--- src/rtl/lsq_pkg.sv ---
package lsq_pkg;

  localparam int CNT_W = 8;
  localparam int BAL_W = 8;

  typedef logic [CNT_W-1:0]        cnt_t;
  typedef logic signed [BAL_W-1:0] bal_t;

  typedef struct packed {
    logic taken;
    logic call;
    logic ret;
    logic push;
    logic pop;
    logic cached;
    logic close;
  } uop_flags_t;

  // Increment when enabled, holding at cap once reached.
  function automatic cnt_t sat_inc(cnt_t v, logic en, cnt_t cap);
    if (en && (v < cap)) return v + cnt_t'(1);
    return v;
  endfunction

  // Net stack effect of one micro-op.
  function automatic bal_t bal_step(bal_t b, logic push, logic pop);
    if (push && !pop) return b + bal_t'(1);
    if (pop && !push) return b - bal_t'(1);
    return b;
  endfunction

  // True when the step would leave the signed range.
  function automatic logic bal_wraps(bal_t b, logic push, logic pop);
    bal_t top;
    bal_t bot;
    top = {1'b0, {(BAL_W-1){1'b1}}};
    bot = {1'b1, {(BAL_W-1){1'b0}}};
    return (push && !pop && b == top) || (pop && !push && b == bot);
  endfunction

endpackage

--- src/rtl/lsq_accum.sv ---
module lsq_accum
  import lsq_pkg::*;
#(
  parameter int CHUNK_W    = 4,
  parameter int MAX_UOPS   = 28,
  parameter int MAX_CHUNKS = 8,
  parameter int MAX_TAKEN  = 8
) (
  input  logic               clk,
  input  logic               rst_n,
  input  logic               accept,
  input  logic               clear,
  input  logic [CHUNK_W-1:0] chunk,
  input  uop_flags_t         flags,
  output cnt_t               tot_uops,
  output cnt_t               tot_chunks,
  output cnt_t               tot_taken,
  output bal_t               tot_bal,
  output logic               tot_ovf,
  output logic               tot_bad
);

  localparam cnt_t U_CAP = cnt_t'(MAX_UOPS + 1);
  localparam cnt_t C_CAP = cnt_t'(MAX_CHUNKS + 1);
  localparam cnt_t T_CAP = cnt_t'(MAX_TAKEN + 1);

  cnt_t               ucnt_q, ccnt_q, tcnt_q;
  bal_t               bal_q;
  logic               ovf_q, bad_q, have_prev_q;
  logic [CHUNK_W-1:0] prev_chunk_q;

  // Named events for the checks below.
  logic new_chunk;
  logic taken_ev;
  logic defect_ev;

  assign new_chunk = accept && (!have_prev_q || chunk != prev_chunk_q);
  assign taken_ev  = accept && (flags.taken || flags.close);
  assign defect_ev = accept && (flags.call || flags.ret || !flags.cached);

  always_comb begin
    tot_uops   = sat_inc(ucnt_q, accept, U_CAP);
    tot_chunks = sat_inc(ccnt_q, new_chunk, C_CAP);
    tot_taken  = sat_inc(tcnt_q, taken_ev, T_CAP);
    tot_bal    = accept ? bal_step(bal_q, flags.push, flags.pop) : bal_q;
    tot_ovf    = ovf_q || (accept && bal_wraps(bal_q, flags.push, flags.pop));
    tot_bad    = bad_q || defect_ev;
  end

  always_ff @(posedge clk) begin
    if (!rst_n || clear) begin
      ucnt_q       <= '0;
      ccnt_q       <= '0;
      tcnt_q       <= '0;
      bal_q        <= '0;
      ovf_q        <= 1'b0;
      bad_q        <= 1'b0;
      have_prev_q  <= 1'b0;
      prev_chunk_q <= '0;
    end else if (accept) begin
      ucnt_q       <= tot_uops;
      ccnt_q       <= tot_chunks;
      tcnt_q       <= tot_taken;
      bal_q        <= tot_bal;
      ovf_q        <= tot_ovf;
      bad_q        <= tot_bad;
      have_prev_q  <= 1'b1;
      prev_chunk_q <= chunk;
    end
  end

  AST_CHUNKS_LE_UOPS: assert property (@(posedge clk) disable iff (!rst_n)
    ccnt_q <= ucnt_q);

  AST_CLEAR_EMPTIES: assert property (@(posedge clk) disable iff (!rst_n)
    clear |=> (ucnt_q == '0 && tcnt_q == '0 && bal_q == '0 && !bad_q));

  AST_UOPS_BOUNDED: assert property (@(posedge clk) disable iff (!rst_n)
    ucnt_q <= U_CAP);

endmodule

--- src/rtl/lsq_judge.sv ---
module lsq_judge
  import lsq_pkg::*;
#(
  parameter int MAX_UOPS   = 28,
  parameter int MAX_CHUNKS = 8,
  parameter int MAX_TAKEN  = 8
) (
  input  cnt_t tot_uops,
  input  cnt_t tot_chunks,
  input  cnt_t tot_taken,
  input  bal_t tot_bal,
  input  logic tot_ovf,
  input  logic tot_bad,
  output logic ok
);

  localparam cnt_t U_LIM = cnt_t'(MAX_UOPS);
  localparam cnt_t C_LIM = cnt_t'(MAX_CHUNKS);
  localparam cnt_t T_LIM = cnt_t'(MAX_TAKEN);

  logic uops_fit, chunks_fit, taken_fit, stack_even;

  assign uops_fit   = tot_uops <= U_LIM;
  assign chunks_fit = tot_chunks <= C_LIM;
  assign taken_fit  = tot_taken <= T_LIM;
  assign stack_even = (tot_bal == '0) && !tot_ovf;

  assign ok = uops_fit && chunks_fit && taken_fit && stack_even && !tot_bad;

endmodule

--- src/rtl/lsq_replay.sv ---
module lsq_replay (
  input  logic clk,
  input  logic rst_n,
  input  logic fire,
  input  logic judge_ok,
  input  logic kill,
  output logic verdict_valid,
  output logic verdict_ok,
  output logic replay_active
);

  always_ff @(posedge clk) begin
    if (!rst_n) begin
      verdict_valid <= 1'b0;
      verdict_ok    <= 1'b0;
      replay_active <= 1'b0;
    end else begin
      verdict_valid <= fire;
      verdict_ok    <= fire && judge_ok;
      if (fire && judge_ok) replay_active <= 1'b1;
      else if (kill)        replay_active <= 1'b0;
    end
  end

  AST_REPLAY_ENDS: assert property (@(posedge clk) disable iff (!rst_n)
    (replay_active && kill) |=> !replay_active);

  AST_OK_ONLY_WITH_STROBE: assert property (@(posedge clk) disable iff (!rst_n)
    verdict_ok |-> verdict_valid);

endmodule

--- src/rtl/loop_qualifier.sv ---
module loop_qualifier
  import lsq_pkg::*;
#(
  parameter int CHUNK_W    = 4,
  parameter int MAX_UOPS   = 28,
  parameter int MAX_CHUNKS = 8,
  parameter int MAX_TAKEN  = 8
) (
  input  logic               clk,
  input  logic               rst_n,
  input  logic               uop_valid,
  input  logic [CHUNK_W-1:0] uop_chunk,
  input  logic               uop_taken,
  input  logic               uop_call,
  input  logic               uop_ret,
  input  logic               uop_push,
  input  logic               uop_pop,
  input  logic               uop_cached,
  input  logic               uop_close,
  input  logic               mispredict,
  input  logic               flush,
  output logic               verdict_valid,
  output logic               verdict_ok,
  output logic               replay_active
);

  uop_flags_t flags;
  logic       kill, accept, fire, judge_ok;
  cnt_t       tot_uops, tot_chunks, tot_taken;
  bal_t       tot_bal;
  logic       tot_ovf, tot_bad;

  assign flags  = '{taken: uop_taken, call: uop_call, ret: uop_ret, push: uop_push,
                    pop: uop_pop, cached: uop_cached, close: uop_close};
  assign kill   = mispredict || flush;
  assign accept = uop_valid && !replay_active && !kill;
  assign fire   = accept && uop_close;

  lsq_accum #(
    .CHUNK_W(CHUNK_W), .MAX_UOPS(MAX_UOPS),
    .MAX_CHUNKS(MAX_CHUNKS), .MAX_TAKEN(MAX_TAKEN)
  ) i_accum (
    .clk(clk), .rst_n(rst_n), .accept(accept), .clear(kill || fire),
    .chunk(uop_chunk), .flags(flags),
    .tot_uops(tot_uops), .tot_chunks(tot_chunks), .tot_taken(tot_taken),
    .tot_bal(tot_bal), .tot_ovf(tot_ovf), .tot_bad(tot_bad)
  );

  lsq_judge #(
    .MAX_UOPS(MAX_UOPS), .MAX_CHUNKS(MAX_CHUNKS), .MAX_TAKEN(MAX_TAKEN)
  ) i_judge (
    .tot_uops(tot_uops), .tot_chunks(tot_chunks), .tot_taken(tot_taken),
    .tot_bal(tot_bal), .tot_ovf(tot_ovf), .tot_bad(tot_bad), .ok(judge_ok)
  );

  lsq_replay i_replay (
    .clk(clk), .rst_n(rst_n), .fire(fire), .judge_ok(judge_ok), .kill(kill),
    .verdict_valid(verdict_valid), .verdict_ok(verdict_ok),
    .replay_active(replay_active)
  );

  AST_VERDICT_HAS_CAUSE: assert property (@(posedge clk) disable iff (!rst_n)
    verdict_valid |-> $past(uop_valid && uop_close && !mispredict && !flush));

  AST_REPLAY_RISE_OK: assert property (@(posedge clk) disable iff (!rst_n)
    $rose(replay_active) |-> (verdict_valid && verdict_ok));

  AST_QUIET_IN_REPLAY: assert property (@(posedge clk) disable iff (!rst_n)
    (replay_active && !kill) |=> !verdict_valid);

  AST_KILL_NO_VERDICT: assert property (@(posedge clk) disable iff (!rst_n)
    kill |=> !verdict_valid);

endmodule

--- config.mk ---
export PLATFORM = sky130hd
export DESIGN_NAME = loop_qualifier
export DESIGN_NICKNAME = d
export VERILOG_FILES = /design/src/rtl/lsq_pkg.sv /design/src/rtl/lsq_accum.sv /design/src/rtl/lsq_judge.sv /design/src/rtl/lsq_replay.sv /design/src/rtl/loop_qualifier.sv
export SDC_FILE = /design/constraint.sdc
export NUM_CORES = 1
export LEC_CHECK = 0
export ABC_AREA = 1
export BUFFER_PORTS_ARGS = -buffer_cell sky130_fd_sc_hd__buf_2
export CORE_UTILIZATION = 50
export DETAILED_ROUTE_END_ITERATION = 7
export GPL_TIMING_DRIVEN = 0
export PLACE_DENSITY = 0.68
export SLEW_MARGIN = 20
export SYNTH_ARGS = -nofsm -noshare
export SYNTH_HDL_FRONTEND = slang
export SYNTH_SLANG_ARGS = --single-unit
--- constraint.sdc ---
create_clock -name clk -period 4.17 [get_ports clk]
set_input_delay 0.417 -clock clk [delete_from_list [all_inputs] [get_ports clk]]
set_output_delay 0.417 -clock clk [all_outputs]
set_load 0.005 [all_outputs]
Yosys cells after proc, flatten, opt, wreduce, memory -nomap -nowiden
Cells that the tools add are included.

word-level totals
  output and inout port bits = 3
  bits in registers = 42
  bits of input ports = 16
  word-level logic and storage cells = 85

cells by class
  magnitude comparators = 6
  add/subtract/negate cells = 5
  mux-type cells = 19
  reduce and logical (&&, ||, !) cells = 41
  equal/unequal tests = 3

operator list
  kind                                                                          count
  8-bit two-way mux                                                             11
  8-bit by 1-bit adder with 8-bit output, second input constant                 3
  1-bit logical AND                                                             20
  8-bit equality test, second input constant                                    2
  8-bit by 4-bit <= comparator with 1-bit output, second input constant         2
  8-bit by 4-bit less-than comparator with 1-bit output, second input constant  2
  1-bit logical OR                                                              10
  1-bit zero test                                                               9
  8-bit by 2-bit adder with 8-bit output, second input constant                 1
  8-bit by 5-bit <= comparator with 1-bit output, second input constant         1
  8-bit zero test                                                               1
  8-bit by 5-bit less-than comparator with 1-bit output, second input constant  1
  1-bit two-way mux                                                             8
  8-bit by 2-bit subtractor with 8-bit output, second input constant            1
  4-bit inequality test                                                         1
  2-bit nonzero test                                                            1

Longest topological paths before layout
Gate-level depths: netlist of run 1.

  depth in word-level cells = 14
  gate-level depth with buffers = 15
  gate-level depth less buffers = 15

Hierarchy
Synthesis of run 1 repeated with hierarchy kept, for this count alone.

second synthesis, totals
  cell total of the unflattened synthesis = 372
  area, all modules = 2441.1 sq um

modules (own cells, without submodules)
  module          area an instance (sq um)  instances  cells an instance  sequential area each (sq um)
  lsq_accum       2147.1                    1          315                780.7
  lsq_judge       147.6                     1          36                 0.0
  lsq_replay      93.8                      1          10                 60.1
  loop_qualifier  52.6                      1          11                 0.0

Worst setup path before layout of run 1
Ideal clock, no wire load.

  path kind = reg-to-reg
  start point = register i_accum.ccnt_q[0]
  end point = register i_replay.replay_active
  data arrival time = 1421 ps
  stages on the path, launching flop included = 16
  buffers on the path = 0
  clock period less this slack = 1534 ps
  setup time = 113 ps
  slack = 2636 ps
  required time = 4057 ps
  cells stage by stage = dfxtp_1 inv_1 ha_1 inv_1 o21ai_0 nand2_1 nor2_1 nand2_1 nand2_1 nand2_1 nand2_1 nor2_1 nor2_1 nor2_1 nand3_1 nand2_1

on the way
  word-level cells in the longest chain between the ends = 11
  elaborated cells on any way between the ends = 14
  those cells by class = 1 x add/sub; 2 x order compare; 4 x mux; 7 x reduce/logical

ends and longest elaborated chain
  item                                                            RTL line          RTL
  start: declaration                                              lsq_accum.sv:27   cnt_t ucnt_q, ccnt_q, tcnt_q;
  start signal: assignment                                        lsq_accum.sv:62   ccnt_q <= tot_chunks;
  8-bit by 4-bit less-than comparator with 1-bit output           lsq_pkg.sv:21     if (en && (v < cap)) return v + cnt_t'(1);
  1-bit logical AND                                               lsq_pkg.sv:21
  1-bit two-way mux                                               lsq_pkg.sv:21
  8-bit two-way mux (*)                                           lsq_pkg.sv:22     return v;
  8-bit by 4-bit <= comparator with 1-bit output (*)              lsq_judge.sv:24   assign chunks_fit = tot_chunks <= C_LIM;
  1-bit logical AND (*) (4 in series)                             lsq_judge.sv:28   assign ok = uops_fit && chunks_fit && taken_fit && stack_even && !tot_bad;
  1-bit logical AND (*)                                           lsq_replay.sv:20  if (fire && judge_ok) replay_active <= 1'b1;
  1-bit two-way mux / 2-bit nonzero test (equally long branches)  --
  end signal: assignment                                          lsq_replay.sv:16  replay_active <= 1'b0;
  end signal: assignment                                          lsq_replay.sv:20
  end signal: assignment                                          lsq_replay.sv:21  else if (kill) replay_active <= 1'b0;
  end: declaration                                                lsq_replay.sv:9   output logic replay_active

Every way passes the cells marked *; elsewhere a longest branch is shown, timed or not. The select of a mux whose other input is x is not followed.
A chain may end at the register's enable or synchronous reset.

Final worst setup path of run 1
  start point = register i_accum.bal_q[0]
  end point = register i_replay.verdict_ok

on the way
  word-level cells in the longest chain between the ends = 11
  elaborated cells on any way between the ends = 20
  those cells by class = 2 x add/sub; 2 x eq/ne; 5 x mux; 11 x reduce/logical

ends and longest elaborated chain
  item                                    RTL line          RTL
  start: declaration                      lsq_accum.sv:28   bal_t bal_q;
  start signal: assignment                lsq_accum.sv:64   bal_q <= tot_bal;
  8-bit by 2-bit adder with 8-bit output  lsq_pkg.sv:27     if (push && !pop) return b + bal_t'(1);
  8-bit two-way mux                       lsq_pkg.sv:27
  8-bit two-way mux                       lsq_pkg.sv:28     if (pop && !push) return b - bal_t'(1);
  8-bit two-way mux                       lsq_pkg.sv:29     return b;
  8-bit two-way mux                       lsq_pkg.sv:28
  8-bit two-way mux                       lsq_accum.sv:45   tot_bal = accept ? bal_step(bal_q, flags.push, flags.pop) : bal_q;
  8-bit zero test                         lsq_judge.sv:26   assign stack_even = (tot_bal == '0) && !tot_ovf;
  1-bit logical AND (*)                   lsq_judge.sv:26
  1-bit logical AND (*) (2 in series)     lsq_judge.sv:28
  1-bit logical AND (*)                   lsq_replay.sv:19  verdict_ok <= fire && judge_ok;
  end signal: assignment                  lsq_replay.sv:19
  end: declaration                        lsq_replay.sv:8   output logic verdict_ok,

Marks and branches as above.

==> flow_metrics.py, run 1 <==
metrics = {
    "timing": {
        "rsz0062_at_grt": "false",
        "max_slew_margin": 0.647,
        "tns_ns": 0,
        "whs_ns": 0.381,
        "layout_min_cycle_time_ns": 1.93,
        "tightest_slew_ns": 0.529,
        "hold_viol_final": 0,
        "maxSlewViolCount": 0,
        "period_share": 0.463,
        "fmax_mhz": 518,
        "fin_skew_ns": 0.00759,
        "setup_viol": 0,
    },
    "finish": {
        "fin_util": 0.583,
        "fin_nets": 457,
        "layout-drive-gt1-share": 0.104,
        "final_cell_mix": "112 x nand2_1, 80 x nor2_1, 64 x inv_1",
        "diodes": 0,
        "syn_to_final_growth_pct": 11.3,
        "final_common_cell": "nand2_1",
    },
    "global_routing": {
        "grt-busiest-layer": "met2",
        "grt_antenna_before_repair": 0,
        "grt_pass1_wl_mm": 9.02,
        "use_met2": 0.397,
        "overflow": 0,
        "grt_use_met1": 0.274,
        "grt_max_degree": 14,
        "grt_pass1_vias": 2091,
        "grtUsageTotal": 0.222,
        "use_met3": 0.0414,
    },
    "power_and_ir_drop": {
        "vdd_drop_max_uv": 164,
        "p_comb_frac": 0.093,
        "p_clk_frac": 0.398,
        "power_switching_uw": 190,
        "p_seq_frac": 0.509,
        "p_int_uw": 606,
        "power.density_nw_per_um2": 285,
        "p_leak_nw": 1.39,
        "netSwitchingFraction": 0.239,
    },
    "worst_setup_path": {
        "cp.required_ns": 4.39,
        "slowest_stage": "dfxtp_1",
        "start_kind": "flip-flop",
        "path_cells": "inv_1, ha_1, nand3_1, inv_1, nand2_1, nand3_1, a21oi_1, nand2_1, nor2_1, nand3_1, nor2_1, nand2_1, nor2_1",
        "cp-end-kind": "flip-flop",
        "worst_path_largest_cell_delay_ns": 0.38,
        "critPathArrivalTime_ns": 2.15,
        "worstRegToRegCells": 13,
        "crit_path_max_fanout": 4,
        "cp.depth": 13,
        "crit_type": "flip-flop to flip-flop",
        "critPathBufInv": 2,
        "path_delay_family": "simple AND/OR/NAND/NOR gates",
    },
    "run_status": {
        "outcome": "completed",
    },
    "die": {
        "row_count": 25,
        "top_level_ports": 19,
        "dieArea_um2": 5300,
        "start_util": 0.524,
        "die_x_um": 72.8,
        "die_h_um": 72.8,
        "design.core.area_um2": 4790,
    },
    "detailed_routing": {
        "wl_per_cell_um": 10.7,
        "antenna_left": 0,
        "first_iter_violations": 113,
        "vias_per_cell": 4.85,
        "routed_wl_mm": 5.36,
        "dr.pass1.iters": 4,
        "drc": 0,
        "num_vias": 2423,
    },
    "yosys": {
        "synth_top_area_share": 0.335,
        "synth_fp_nets": 432,
        "yosysTopAreaCell": "dfxtp_1",
        "yosysWarnings": 0,
        "synth.area.top_cells": "dfxtp_1 34%, nand2_1 17%, nor2_1 12%",
        "synth_cell_types": 25,
        "syn_inst": 407,
        "syn-cell-area_um2": 2510,
        "ys_ff_latch": 42,
        "syn_area_per_cell_um2": 6.16,
        "ys_seq_area_frac": 0.335,
    },
    "clock_network": {
        "cts_resized": 0,
        "cts_root_buffer": "clkbuf_8",
        "cts_sinks": 42,
        "cts_setup_buffers": 0,
        "insertion_delay_ns": 0.30,
        "ctsHoldBuffers": 0,
        "numCtsBuffers": 5,
        "cts_buffer_depth": 2,
        "cts.reportedPaths.clkPinSlew_ns": 0.08,
        "htreeDepth": 2,
        "cts_tree": "built",
    },
    "min_path": {
        "hold_depth": 3,
        "min_path_type": "input port to flip-flop",
    },
    "placement": {
        "portBuffers": 18,
        "gp_congestion": 0.851,
        "dp_hpwl_mm": 4.18,
    },
    "run": {
        "max_cap_violations": 0,
    },
}
## final timing paths
| check | from | to | slack [ns] |
|---|---|---|---|
| worst max-delay path | i_accum.bal_q[0] | i_replay.verdict_ok | 2.24 |
| worst min register to register | i_accum.ovf_q | i_accum.ovf_q | 0.46 |
| worst min-delay path | uop_chunk[3] | i_accum.prev_chunk_q[3] | 0.38 |
| worst max register to register | i_accum.bal_q[0] | i_replay.verdict_ok | 2.24 |
## per-stage QoR
step	power, mW	std cells	setup slack (ns)	area, um2
after floorplan	0.466	407	2.64	2510
after global placement	0.487	492	2.22	2680
after detailed placement	0.488	492	2.19	2680
after CTS	0.806	500	2.27	2790
after global routing	0.827	500	2.04	2790
final	0.796	500	2.24	2790
## layer usage
metal  vias up  share of wire  routed length, um
met5         -              0                  0
met4         0         0.0099                 53
met1      1082           0.48               2580
met3         6          0.040                214
li1       1294              -                  -
met2        41           0.47               2520
## worst min-delay path, cell delays in order
cell	delay (ns)
buf_2	0.11
nand2_1	0.06
a21oi_1	0.05
## cells in the mapped netlist (all sizes together)
library cell  count
nand3            39
o21ai             5
nand2           115
clkinv            1
a21oi            17
xnor2             2
ha                9
buf               7
nand3b            2
nand4             9
xor2              4
o21bai            1
nor2             85
clkbuf            1
inv              65
or2               1
nor3              2
dfxtp            42
## kinds of logic after synthesis
group,share of synthesized area
compound gates,0.0529
xor+xnor,0.0209
fa+ha+maj,0.0449
buf+inv,0.124
flops,0.335
simple gates,0.422
## state kept, by name (all words and copies together) (netlist names)
| name | count |
|---|---|
| i_accum.bad_q | 1 |
| i_accum.bal_q | 8 |
| i_accum.ccnt_q | 8 |
| i_accum.have_prev_q | 1 |
| i_accum.ovf_q | 1 |
| i_accum.prev_chunk_q | 4 |
| i_accum.tcnt_q | 8 |
| i_accum.ucnt_q | 8 |
| i_replay.replay_active | 1 |
| i_replay.verdict_ok | 1 |
| i_replay.verdict_valid | 1 |
## power by group through the flow
stage | combinational [mW] | sequential [mW] | clock (mW)
2_1_floorplan | 0.0517 | 0.414 | 0
3_3_place_gp | 0.0731 | 0.414 | 0
3_5_place_dp | 0.0741 | 0.414 | 0
4_1_cts | 0.0745 | 0.405 | 0.327
5_1_grt | 0.0848 | 0.405 | 0.337
6_report | 0.0739 | 0.405 | 0.317
## final cells by class
class	count	area [um2]
fillers	517	1990
multi-input cells	291	1360
flip-flops and latches	42	841
inverters	66	248
repair buffers	18	90.1
well taps	67	83.8
clock buffers	5	68.8
plain buffers	8	63.8
clock inverters	3	40.0
Power figures use the tool's default switching activity.
==> run 2, diff against run 1 <==
==> constraint.sdc (replaced) <==
create_clock -name clk -period 2 [get_ports clk]
set_input_delay 0.2 -clock clk [delete_from_list [all_inputs] [get_ports clk]]
set_output_delay 0.2 -clock clk [all_outputs]
set_load 0.005 [all_outputs]
==> flow_metrics.py, run 2 (synthesized netlist as in run 1, its figures left out) <==
metrics = {
    "placement": {
        "portBuffers": 18,
        "dp_hpwl_mm": 4.18,
        "gp_congestion": 0.851,
    },
    "global_routing": {
        "grt_pass1_vias": 2091,
        "grt_max_degree": 14,
        "grt_antenna_before_repair": 0,
        "grtUsageTotal": 0.222,
        "overflow": 0,
        "grt_pass1_wl_mm": 9.02,
    },
    "die": {
        "dieArea_um2": 5300,
        "design.core.area_um2": 4790,
        "start_util": 0.524,
        "row_count": 25,
        "die_h_um": 72.8,
        "top_level_ports": 19,
        "die_x_um": 72.8,
    },
    "worst_setup_path": {
        "r2r_end": "i_replay.verdict_ok",
        "timing.rr.start": "i_accum.bal_q[0]",
        "critPathArrivalTime_ns": 2.06,
        "crit_path_max_fanout": 4,
        "worstRegToRegCells": 13,
        "crit_type": "flip-flop to flip-flop",
        "start_kind": "flip-flop",
        "cp.required_ns": 2.23,
        "endpoint": "i_replay.verdict_ok",
        "crit_start": "i_accum.bal_q[0]",
        "cp-end-kind": "flip-flop",
        "timing.reg2reg.setup_slack_ns": 0.17,
    },
    "clock_network": {
        "cts_tree": "built",
        "insertion_delay_ns": 0.30,
        "cts_buffer_depth": 2,
        "cts_resized": 0,
        "cts.reportedPaths.clkPinSlew_ns": 0.08,
        "ctsHoldBuffers": 0,
        "htreeDepth": 2,
        "cts_root_buffer": "clkbuf_8",
        "cts_sinks": 42,
        "cts_setup_buffers": 0,
        "numCtsBuffers": 5,
    },
    "run_status": {
        "outcome": "completed",
    },
    "detailed_routing": {
        "dr.pass1.iters": 4,
        "vias_per_cell": 4.81,
        "first_iter_violations": 131,
        "antenna_left": 0,
        "drc": 0,
        "num_vias": 2403,
        "routed_wl_mm": 5.39,
        "wl_per_cell_um": 10.8,
    },
    "timing": {
        "whs_ns": 0.163,
        "layout_min_cycle_time_ns": 1.83,
        "rsz0062_at_grt": "false",
        "period_share": 0.914,
        "tightest_slew_ns": 0.505,
        "hold_viol_final": 0,
        "tns_ns": 0,
        "setup_viol": 0,
        "fin_skew_ns": 0.00759,
        "maxSlewViolCount": 0,
        "fmax_mhz": 547,
        "max_slew_margin": 0.663,
    },
    "finish": {
        "diodes": 0,
        "layout-drive-gt1-share": 0.118,
        "fin_nets": 457,
        "final_cell_mix": "112 x nand2_1, 77 x nor2_1, 64 x inv_1",
        "final_common_cell": "nand2_1",
        "syn_to_final_growth_pct": 11.8,
    },
    "power_and_ir_drop": {
        "fin_total_pwr_mw": 1.66,
        "p_int_mw": 1.26,
        "netSwitchingFraction": 0.239,
        "p_clk_frac": 0.398,
        "p_seq_frac": 0.508,
        "p_comb_frac": 0.094,
        "power.density_nw_per_um2": 592,
        "p_leak_nw": 1.39,
        "vdd_drop_max_uv": 342,
        "power_switching_uw": 397,
    },
    "min_path": {
        "min_path_type": "input port to flip-flop",
    },
    "run": {
        "max_cap_violations": 0,
    },
}
## run 2: changes by cell type in the layout (fill, tap and decap cells not counted)
cell and delta:
a21oi_2 +1, dfxtp_1 -2, a21oi_1 -1, nor2_1 -3, nor2_2 +3, dfxtp_2 +2
## run 2: through the flow
stage               cell area, um2  instances  utilization  setup slack [ns]
finish                        2810        500        0.586             0.172
global route                  2810        500        0.586           0.00434
CTS                           2790        500        0.583             0.100
detailed placement            2680        492        0.561             0.161
global placement              2680        492        0.561             0.182
floorplan                     2510        407            -             0.466
## run 2: worst min-delay path by stage
stage             startpoint                 endpoint  slack, ns  cells after the start
6_report               rst_n   i_replay.verdict_valid       0.16                      3
3_3_place_gp   i_accum.ovf_q            i_accum.ovf_q       0.45                      2
2_1_floorplan          rst_n   i_replay.verdict_valid       0.31                      2
4_1_cts         uop_chunk[0]  i_accum.prev_chunk_q[0]       0.16                      3
3_5_place_dp   i_accum.ovf_q            i_accum.ovf_q       0.45                      2
5_1_grt         uop_chunk[2]  i_accum.prev_chunk_q[2]       0.17                      3
## run 2: per-layer routing
metal / vias up / GRT usage / share of wire
met3: 6 / 0.0414 / 0.041
li1: 1290 / - / -
met4: 0 / 0.0523 / 0.0087
met1: 1073 / 0.274 / 0.48
met5: - / 0 / 0
met2: 34 / 0.397 / 0.47
## run 2: area by class of cell
class	count	area (um2)
Fill cell	514	1980
Inverter	66	248
Clock inverter	3	40.0
Sequential cell	42	843
Tap cell	67	83.8
Multi-Input combinational cell	291	1370
Clock buffer	5	68.8
Buffer	8	63.8
Timing Repair Buffer	18	90.1
## run 2: critical path, stage by stage (launching register included)
cell	delay, ns
dfxtp_2	0.36
inv_1	0.08
ha_1	0.20
nand3_1	0.10
inv_1	0.08
nand2_1	0.07
nand3_1	0.10
a21oi_2	0.23
nand2_1	0.09
nor2_1	0.10
nand3_1	0.09
nor2_1	0.10
nand2_1	0.07
nor2_2	0.09
## run 2: power groups by stage
stage	sequential, mW	clock [mW]	combinational, mW
finish	0.844	0.661	0.156
global route	0.845	0.703	0.178
CTS	0.844	0.681	0.155
detailed placement	0.864	0	0.155
global placement	0.864	0	0.152
floorplan	0.863	0	0.108
